==> src/rtl/nic_irq_pkg.sv <==
`timescale 1ns/1ps
package nic_irq_pkg;

   localparam int IRQ_ADDR_W = 3;

   typedef enum logic [IRQ_ADDR_W-1:0] {
      ADR_CAUSE = 3'd0,
      ADR_CSET  = 3'd1,
      ADR_MSET  = 3'd2,
      ADR_MCLR  = 3'd3,
      ADR_AMASK = 3'd4,
      ADR_THR   = 3'd5,
      ADR_CTL   = 3'd6
   } irq_reg_e;

   typedef struct packed {
      logic rd_cause;
      logic wr_cause;
      logic wr_cset;
      logic wr_mset;
      logic wr_mclr;
      logic wr_amask;
      logic wr_thr;
      logic wr_ctl;
   } irq_strobe_t;

endpackage

==> src/rtl/nic_irq_decode.sv <==
`timescale 1ns/1ps
module nic_irq_decode
   import nic_irq_pkg::*;
#(
   parameter int ADDR_W = IRQ_ADDR_W
) (
   input  logic              valid,
   input  logic              write,
   input  logic [ADDR_W-1:0] addr,
   output irq_strobe_t       stb
);

   always_comb begin
      stb = '0;
      if (valid) begin
         case (addr)
            ADR_CAUSE: begin
               stb.rd_cause = !write;
               stb.wr_cause = write;
            end
            ADR_CSET:  stb.wr_cset  = write;
            ADR_MSET:  stb.wr_mset  = write;
            ADR_MCLR:  stb.wr_mclr  = write;
            ADR_AMASK: stb.wr_amask = write;
            ADR_THR:   stb.wr_thr   = write;
            ADR_CTL:   stb.wr_ctl   = write;
            default:   stb = '0;
         endcase
      end
   end

endmodule

==> src/rtl/nic_irq_throttle.sv <==
`timescale 1ns/1ps
module nic_irq_throttle #(
   parameter int IV_W        = 16,
   parameter int UNIT_CYCLES = 51,
   parameter bit ENABLE      = 1'b1
) (
   input  logic            clk,
   input  logic            rst_n,
   input  logic [IV_W-1:0] interval,
   input  logic            start,
   input  logic            cancel,
   output logic            running,
   output logic            expire
);

   localparam int UW    = $clog2(UNIT_CYCLES + 1);
   localparam int CNT_W = IV_W + UW;

   generate
      if (UNIT_CYCLES < 1) begin : g_bad_unit
         $error("nic_irq_throttle: UNIT_CYCLES must be at least 1");
      end

      if (ENABLE) begin : g_timer
         logic [CNT_W-1:0] cnt_q;
         logic             run_q;
         logic [CNT_W-1:0] load_val;

         assign load_val = CNT_W'(interval) * CNT_W'(UNIT_CYCLES);
         assign expire   = run_q && (cnt_q == CNT_W'(1));
         assign running  = run_q;

         always_ff @(posedge clk) begin
            if (!rst_n) begin
               run_q <= 1'b0;
               cnt_q <= '0;
            end else if (cancel || expire) begin
               run_q <= 1'b0;
               cnt_q <= '0;
            end else if (start) begin
               run_q <= 1'b1;
               cnt_q <= load_val;
            end else if (run_q) begin
               cnt_q <= cnt_q - CNT_W'(1);
            end
         end
      end else begin : g_bypass
         logic unused_ins;
         assign unused_ins = ^{interval, start, cancel, clk, rst_n};
         assign running    = 1'b0;
         assign expire     = 1'b0;
      end
   endgenerate

endmodule

==> src/rtl/nic_irq_ctrl.sv <==
`timescale 1ns/1ps
module nic_irq_ctrl
   import nic_irq_pkg::*;
#(
   parameter int          DATA_W      = 32,
   parameter int          ADDR_W      = IRQ_ADDR_W,
   parameter int          IV_W        = 16,
   parameter int          UNIT_CYCLES = 51,
   parameter bit          THROTTLE_EN = 1'b1,
   parameter int unsigned IMM_BITS    = 32'h0000_0040
) (
   input  logic              clk,
   input  logic              rst_n,
   input  logic              reg_valid,
   input  logic              reg_write,
   input  logic [ADDR_W-1:0] reg_addr,
   input  logic [DATA_W-1:0] reg_wdata,
   output logic [DATA_W-1:0] reg_rdata,
   input  logic [DATA_W-2:0] evt_pulse,
   output logic              irq_o
);

   localparam int NCAUSE = DATA_W - 1;
   localparam logic [NCAUSE-1:0] IMM_SET = NCAUSE'(IMM_BITS);

   generate
      if (DATA_W < 2) begin : g_bad_width
         $error("nic_irq_ctrl: DATA_W must be at least 2");
      end
      if (IV_W > DATA_W) begin : g_bad_iv
         $error("nic_irq_ctrl: IV_W must not exceed DATA_W");
      end
      if (ADDR_W != IRQ_ADDR_W) begin : g_bad_addr
         $error("nic_irq_ctrl: ADDR_W must match the register map");
      end
   endgenerate

   logic [NCAUSE-1:0] cause_q, mask_q, amask_q;
   logic [IV_W-1:0]   interval_q;
   logic              irq_q, ame_q;

   irq_strobe_t       stb;
   logic [NCAUSE-1:0] cause_a, mask_a, posted, taken, cause_n;
   logic              post_any, imm_hit, active, reval, thr_zero;
   logic              raise, start, cancel, irq_n;
   logic              tmr_running, tmr_expire;

   nic_irq_decode #(.ADDR_W(ADDR_W)) u_dec (
      .valid (reg_valid),
      .write (reg_write),
      .addr  (reg_addr),
      .stb   (stb)
   );

   nic_irq_throttle #(
      .IV_W        (IV_W),
      .UNIT_CYCLES (UNIT_CYCLES),
      .ENABLE      (THROTTLE_EN)
   ) u_thr (
      .clk      (clk),
      .rst_n    (rst_n),
      .interval (interval_q),
      .start    (start),
      .cancel   (cancel),
      .running  (tmr_running),
      .expire   (tmr_expire)
   );

   // Register access effects, applied before the event merge.
   always_comb begin
      cause_a = cause_q;
      mask_a  = mask_q;
      posted  = evt_pulse;
      if (stb.rd_cause) begin
         if (irq_q || (mask_q == '0)) cause_a = '0;
         if (ame_q && irq_q)          mask_a  = mask_q & ~amask_q;
      end
      if (stb.wr_cause) begin
         if (ame_q) mask_a = mask_q & ~amask_q;
         cause_a = cause_q & ~reg_wdata[NCAUSE-1:0];
      end
      if (stb.wr_cset) posted = posted | reg_wdata[NCAUSE-1:0];
      if (stb.wr_mset) mask_a = mask_q | reg_wdata[NCAUSE-1:0];
      if (stb.wr_mclr) mask_a = mask_q & ~reg_wdata[NCAUSE-1:0];
   end

   // Event posting, line evaluation and timer control.
   always_comb begin
      taken    = posted & (~cause_a | IMM_SET);
      post_any = |taken;
      imm_hit  = |(taken & IMM_SET);
      cause_n  = cause_a | posted;
      active   = |(cause_n & mask_a);
      reval    = stb.rd_cause | stb.wr_cause | stb.wr_mset | stb.wr_mclr;
      thr_zero = !THROTTLE_EN || (interval_q == '0);
      raise    = active && (imm_hit || tmr_expire || ((post_any || reval) && thr_zero));
      start    = active && !irq_q && !raise && (post_any || reval) && !tmr_running;
      cancel   = raise || !active;
      irq_n    = active && (irq_q || raise);
   end

   always_ff @(posedge clk) begin
      if (!rst_n) begin
         cause_q    <= '0;
         mask_q     <= '0;
         amask_q    <= '0;
         interval_q <= '0;
         ame_q      <= 1'b0;
         irq_q      <= 1'b0;
      end else begin
         cause_q <= cause_n;
         mask_q  <= mask_a;
         irq_q   <= irq_n;
         if (stb.wr_amask) amask_q    <= reg_wdata[NCAUSE-1:0];
         if (stb.wr_thr)   interval_q <= reg_wdata[IV_W-1:0];
         if (stb.wr_ctl)   ame_q      <= reg_wdata[0];
      end
   end

   always_comb begin
      case (reg_addr)
         ADR_CAUSE:          reg_rdata = {irq_q, cause_q};
         ADR_MSET, ADR_MCLR: reg_rdata = {1'b0, mask_q};
         ADR_AMASK:          reg_rdata = {1'b0, amask_q};
         ADR_THR:            reg_rdata = DATA_W'(interval_q);
         ADR_CTL:            reg_rdata = DATA_W'(ame_q);
         default:            reg_rdata = '0;
      endcase
   end

   assign irq_o = irq_q;

endmodule

==> config.mk <==
export PLATFORM = sky130hd
export DESIGN_NAME = nic_irq_ctrl
export DESIGN_NICKNAME = d
export VERILOG_FILES = /design/src/rtl/nic_irq_pkg.sv /design/src/rtl/nic_irq_decode.sv /design/src/rtl/nic_irq_throttle.sv /design/src/rtl/nic_irq_ctrl.sv
export SDC_FILE = /design/constraint.sdc
export NUM_CORES = 1
export LEC_CHECK = 0
export CORE_ASPECT_RATIO = 0.75
export CORE_UTILIZATION = 28
export DETAILED_ROUTE_END_ITERATION = 8
export DONT_BUFFER_PORTS = 1
export PLACE_DENSITY = 0.38
export SETUP_SLACK_MARGIN = 0.1
export SYNTH_ARGS = -nofsm -noshare
export SYNTH_HDL_FRONTEND = slang
export SYNTH_SLANG_ARGS = --single-unit
export TNS_END_PERCENT = 1
==> constraint.sdc <==
create_clock -name clk -period 4.9 [get_ports clk]
set_clock_uncertainty 0.2 [all_clocks]
set_input_delay 0.735 -clock clk [delete_from_list [all_inputs] [get_ports clk]]
set_output_delay 0.735 -clock clk [all_outputs]
set_load 0.01 [all_outputs]
Word level (Yosys, flattened, before mapping)
Index checks and enable logic that the tools add are counted.
{ "totals": {"output_inout_bits": 33, "register_bits": 134, "input_bits": 70} }
{ "classes": {"reduce_logical": 29, "bitwise": 15, "n_mux": 21, "n_mul": 1, "add_sub_neg": 1, "eq_ne": 7} }
{ "ops": {"columns": ["cell", "n"], "rows": [
  ["$mux 31", 10],
  ["$pmux 32 s5", 1],
  ["$and 31x31->31", 5],
  ["$not 31->31", 3],
  ["$or 31x31->31", 3],
  ["$reduce_or 31->1", 2],
  ["$mux 22", 2],
  ["$logic_not 31->1", 1],
  ["$eq 22x1->1 const B", 1],
  ["$mul 16x6->22 const B", 1],
  ["$sub 22x1->22 const B", 1],
  ["$logic_not 16->1", 1],
  ["$eq 3x3->1 const B", 3],
  ["$logic_and 1x1->1", 9],
  ["$mux 8", 1],
  ["$logic_or 1x1->1", 7],
  ["$eq 3x2->1 const B", 2],
  ["$mux 1", 6],
  ["$logic_not 1->1", 5],
  ["$reduce_or 2->1", 2],
  ["$eq 3x1->1 const B", 1],
  ["$logic_not 3->1", 1],
  ["$or 1x1->1", 3],
  ["$mux 2", 1],
  ["2 further kinds", 2]
]} }

Longest topological paths before layout
{ "logic_depth": {"word_depth": 17, "mapped_depth": 17} }

Modules after synthesis
Synthesis repeated with hierarchy kept, for this count alone.
{ "hier_totals": {"hier_cells": 1307, "hier_area_um2": 10351.2} }
{ "by_module_without_submodules": {"columns": ["module", "cells_per_inst", "instances", "seq_area_each_um2", "area_each_um2"], "rows": [
  ["nic_irq_ctrl", 873, 1, 2222.1, 6874.1],
  ["nic_irq_throttle", 420, 1, 460.4, 3394.5],
  ["nic_irq_decode", 14, 1, 0.0, 82.6]
]} }

Worst setup path before layout
Ideal clock, no wire load.
{ "synth_path": {"kind": "register to register", "startpoint": "register interval_q[1]", "endpoint": "register u_thr.g_timer.cnt_q[21]", "slack_ns": 0.797, "setup_time_ns": 0.074, "t_arrival_ns": 3.829, "path_stages_with_launch": 17, "cell_sequence": "dfxtp_1 ha_1 fa_1 inv_1 fa_1 inv_1 ha_1 o21a_1 o31a_1 or3_1 a31oi_1 o21ai_0 a21oi_1 a21oi_1 or3_1 a31o_2 a31oi_1"} }
{ "synth_via": {"elab_chain_len": 9, "elab_cells_between_ends": 14, "cone_classes": "mul (1); mux (1); reduce/logical (12)"} }
{ "synth_lines": {"columns": ["element", "line_no", "rtl"], "rows": [
  ["start, declared", "nic_irq_ctrl.sv:39", "logic [IV_W-1:0] interval_q;"],
  ["start signal, assigned", "nic_irq_ctrl.sv:115", "if (stb.wr_thr) interval_q <= reg_wdata[IV_W-1:0];"],
  ["branches (longest 9 deep; another with $mul 16x6->22)", null, null],
  ["end signal, assigned", "nic_irq_throttle.sv:42", "cnt_q <= load_val;"],
  ["end signal, assigned", "nic_irq_throttle.sv:44", "cnt_q <= cnt_q - CNT_W'(1);"],
  ["end, declared", "nic_irq_throttle.sv:25", "logic [CNT_W-1:0] cnt_q;"]
]} }
Several ways; the timed one is not identified.
A chain may end at the register's enable or synchronous reset.

Final worst setup path
{ "layout_path": {"startpoint": "register mask_q[19]", "endpoint": "register u_thr.g_timer.cnt_q[11]"} }
{ "layout_via": {"elab_chain_len": 17, "elab_cells_between_ends": 35, "cone_classes": "mux (10); bitwise (7); reduce/logical (18)"} }
{ "layout_lines": {"columns": ["element", "line_no", "rtl"], "rows": [
  ["start, declared", "nic_irq_ctrl.sv:38", "logic [NCAUSE-1:0] cause_q, mask_q, amask_q;"],
  ["start signal, assigned", "nic_irq_ctrl.sv:112", "mask_q <= mask_a;"],
  ["$logic_not 31->1", "nic_irq_ctrl.sv:75", "if (irq_q || (mask_q == '0)) cause_a = '0;"],
  ["$logic_or 1x1->1", "nic_irq_ctrl.sv:75", null],
  ["$mux 31", "nic_irq_ctrl.sv:75", null],
  ["$mux 31", "nic_irq_ctrl.sv:74", "if (stb.rd_cause) begin"],
  ["$mux 31", "nic_irq_ctrl.sv:78", "if (stb.wr_cause) begin"],
  ["$not 31->31", "nic_irq_ctrl.sv:89", "taken = posted & (~cause_a | IMM_SET);"],
  ["$and 31x31->31", "nic_irq_ctrl.sv:89", null],
  ["$reduce_or 31->1", "nic_irq_ctrl.sv:90", "post_any = |taken;"],
  ["$logic_or 1x1->1", "nic_irq_ctrl.sv:96, nic_irq_ctrl.sv:97", null],
  ["$logic_and 1x1->1", "nic_irq_ctrl.sv:96", "raise = active && (imm_hit || tmr_expire || ((post_any || reval) && thr_zero));"],
  ["$logic_or 1x1->1", "nic_irq_ctrl.sv:96", null],
  ["$logic_and 1x1->1", "nic_irq_ctrl.sv:96", null],
  ["$logic_not 1->1", "nic_irq_ctrl.sv:97", "start = active && !irq_q && !raise && (post_any || reval) && !tmr_running;"],
  ["$logic_and 1x1->1 (3 in a row)", "nic_irq_ctrl.sv:97", null],
  ["$mux 22 or $reduce_bool 2->1 (tied branches)", null, null]
]} }
Parallel ways exist; a longest one is shown, timed or not.

==> results.txt <==
I/O pins: 103
post-synth top area cell: dfxtp_1
Reg2Reg Setup Slack: 340 ps
worst skew pair latency: 450 ps
core box area: 35100 µm²
P&R area growth vs syn: 12.0%
post-synth cell types: 88
DR pass1 iterations: 5
predominant post-synthesis flop cell: dfxtp_1
Die Wd: 221 µm
vias per std cell: 5.65
Synth Instances: 1261
period utilisation layout: 0.931
Die Ht: 167 µm
htree depth: 4
status: completed
Final Max Tran Viols: 0
final hold viol count: 0
Max clock buf depth: 2
clock sinks: 134
HPWL after DPL: 30900 µm
number of synthesized flops with an enable pin: 0
DRC: 0
reg-to-reg endpoint: u_thr.g_timer.cnt_q[11]
FF-to-FF Start: mask_q[19]
CTS buffer count: 17
RSZ-0062 raised after global routing: no
HP Class: in2reg
post-layout min period: 4560 ps
Max Fclk: 219 MHz
reg2reg path depth: 12
average size of a mapped cell: 8.02 µm²
number of global-route vias before repair: 9051
asr flop ratio synth: 0
first-pass GRT wire length: 61300 µm
Total GRT Usage: 0.223
GRT Residual Overflow: 0
Reg clk slew, reported paths: 70 ps
hold depth: 1
Syn Nets: 1411
Port-buffer cells: 0
worst hold slack: 207 ps
gpl congestion: 0.896
CTS tree: built
P per Cell Area: 254 nW/µm²
Yosys top cell area share: 0.265
Max FO, Critical Path: 20
floorplan row count: 59
Max-Cap Viols: 0
aggregate routed wire length: 40800 µm
Yosys warnings: 0
Worst VDD drop: 0.000144 V
Starting Density: 0.288
Routed wire per std cell: 23.9 µm
worst setup path start: mask_q[19]
layout cells sized above 1: 0.116
FF+latch area: 2690 µm²
slew of the pin with the lowest slew margin: 942 ps
Nets: 1389
#FFs+latches synth: 134
ANT nets after route: 0
post-synthesis instance area: 10100 µm²
Setup violations, final: 0
Worst Hold Endpoint: mask_q[25]
Req. time, crit path: 5020 ps
crit path kind: reg2reg
top cells by area, synth: dfxtp_1, a21oi_1, ha_1, nand2_1, fa_1
Critical Path Sink Type: flip-flop
P_leak: 4.31 nW
clk root buf: clkbuf_16
CP Launch Type: flip-flop
crit path DAT: 4680 ps
Detailed Route Iter0 Violations: 1007
Setup TNS: 0 ps
total number of vias: 9650
area of the multi-input gates: 6810 µm²
hold_sp: rst_n
Seq/Total Area, Yosys: 0.265
initial antenna violation count: 0
worst rel slew slack: 0.371
n_diodes: 0
die area: 36900 µm²
setup bufs post-CTS: 0
largest net degree at the start of global routing: 72
fill cell count: 3758
## cells in the final DEF (no fill, tap or decap), types with 8 or more instances in the layout
cell	count
a22oi_1	17
xnor2_1	13
nand3_1	17
nand2b_1	45
mux2_2	19
and2_1	40
buf_12	8
clkbuf_16	17
inv_1	58
a211oi_1	13
dfxtp_1	131
a21oi_1	143
or3_1	8
a21boi_0	12
fa_1	24
o21ai_0	63
ha_1	56
a221oi_1	47
buf_4	42
nor3_1	14
a31oi_1	37
mux2i_1	18
nor4_1	14
nand2_1	154
nor2_1	58
nand4_1	10
## synth_stat cells (4+ instances only)
library cell,count
nor4_1,14
and2_1,40
o21ai_0,63
dfxtp_1,134
buf_1,4
nor3_1,15
buf_6,4
xnor2_1,13
a221o_1,6
or4_1,5
a21boi_0,12
a2111oi_4,4
a211oi_2,6
a21o_1,6
fa_1,24
nand2_1,154
buf_2,21
mux2_2,19
a31oi_1,37
a21boi_1,5
or2_2,4
o211ai_1,7
nand4_1,10
a221oi_1,47
mux2i_1,18
ha_1,56
and4_1,5
a22oi_1,17
a211o_1,5
a211oi_1,13
nor2_1,58
clkbuf_1,59
and3_1,7
o22ai_1,4
or3_1,9
o2111ai_1,4
nand2b_1,45
inv_1,59
o21bai_1,4
a21oi_1,143
xor2_1,7
nand3_1,17
## flip-flops by register name, indices dropped and copies added, names as in the netlist
name,cells
irq_o,1
interval_q,16
amask_q,31
u_thr.running,1
ame_q,1
u_thr.g_timer.cnt_q,22
cause_q,31
mask_q,31
## metal layers
| layer | vias up | wire [µm] | GRT usage |
|---|---|---|---|
| li1 | 4579 | - | - |
| met1 | 4737 | 21700 | 0.355 |
| met2 | 309 | 15500 | 0.289 |
| met3 | 25 | 3180 | 0.0552 |
| met4 | 0 | 408 | 0.0502 |
| met5 | - | 0 | 0 |
## worst max-delay path by stage
stage                                    endpoint  cells past startpoint
after floorplan           u_thr.g_timer.cnt_q[21]                     16
after global placement    u_thr.g_timer.cnt_q[21]                     16
after detailed placement  u_thr.g_timer.cnt_q[21]                     16
after CTS                 u_thr.g_timer.cnt_q[21]                     16
after global routing      u_thr.g_timer.cnt_q[21]                     17
final                     u_thr.g_timer.cnt_q[11]                     12
## worst max-delay path, cell delays in order, from the launching register on
cell,delay (ps)
dfxtp_1,370
nor4_1,610
and4_1,520
a21o_1,390
nand2_4,190
a221o_1,410
a2111oi_4,480
nand4_4,250
buf_4,240
or2_1,350
nand2_1,150
buf_12,180
a211oi_1,60
## layout make-up
class / instances / area share
inverter: 60 / 0.0199
tap: 457 / 0.0505
clock buffer: 18 / 0.0388
timing repair buffer: 50 / 0.0420
clock inverter: 14 / 0.00984
sequential: 134 / 0.237
multi-input combinational: 976 / 0.602
## power breakdown
group / internal [W] / switching [W] / total (W)
Clock: 0.000703 / 0.000562 / 0.00127
Combinational: 0.000170 / 0.000277 / 0.000447
Sequential: 0.00112 / 0.0000365 / 0.00116
## logic make-up after synthesis
| kind of cell | after synthesis | share of synthesized area |
|---|---|---|
| adder cells (fa/ha/maj) | 80 | 0.117 |
| buffers and inverters | 151 | 0.0628 |
| XOR/XNOR | 20 | 0.0173 |
| AND/OR/NAND/NOR | 416 | 0.213 |
| flip-flops | 134 | 0.265 |
| multiplexers | 37 | 0.0390 |
| AO/OA/AOI/OAI | 423 | 0.285 |
## through the flow
stage / cell area (µm²) / util / setup slack [ps] / instances / total power, W
CTS: 11300 / 0.322 / 253 / 1709 / 0.00290
floorplan: 10100 / - / 797 / 1261 / 0.00150
global route: 11300 / 0.322 / 101 / 1709 / 0.00299
detailed placement: 10800 / 0.306 / 277 / 1677 / 0.00162
finish: 11300 / 0.322 / 337 / 1709 / 0.00287
global placement: 10800 / 0.306 / 256 / 1677 / 0.00162
## repair_timing
item / in CTS / in global routing
gates resized for setup: 0 / 3
hold buffers: 0 / 0
endpoints found under the setup margin: 0 / 1
Power figures use the tool's default switching activity.
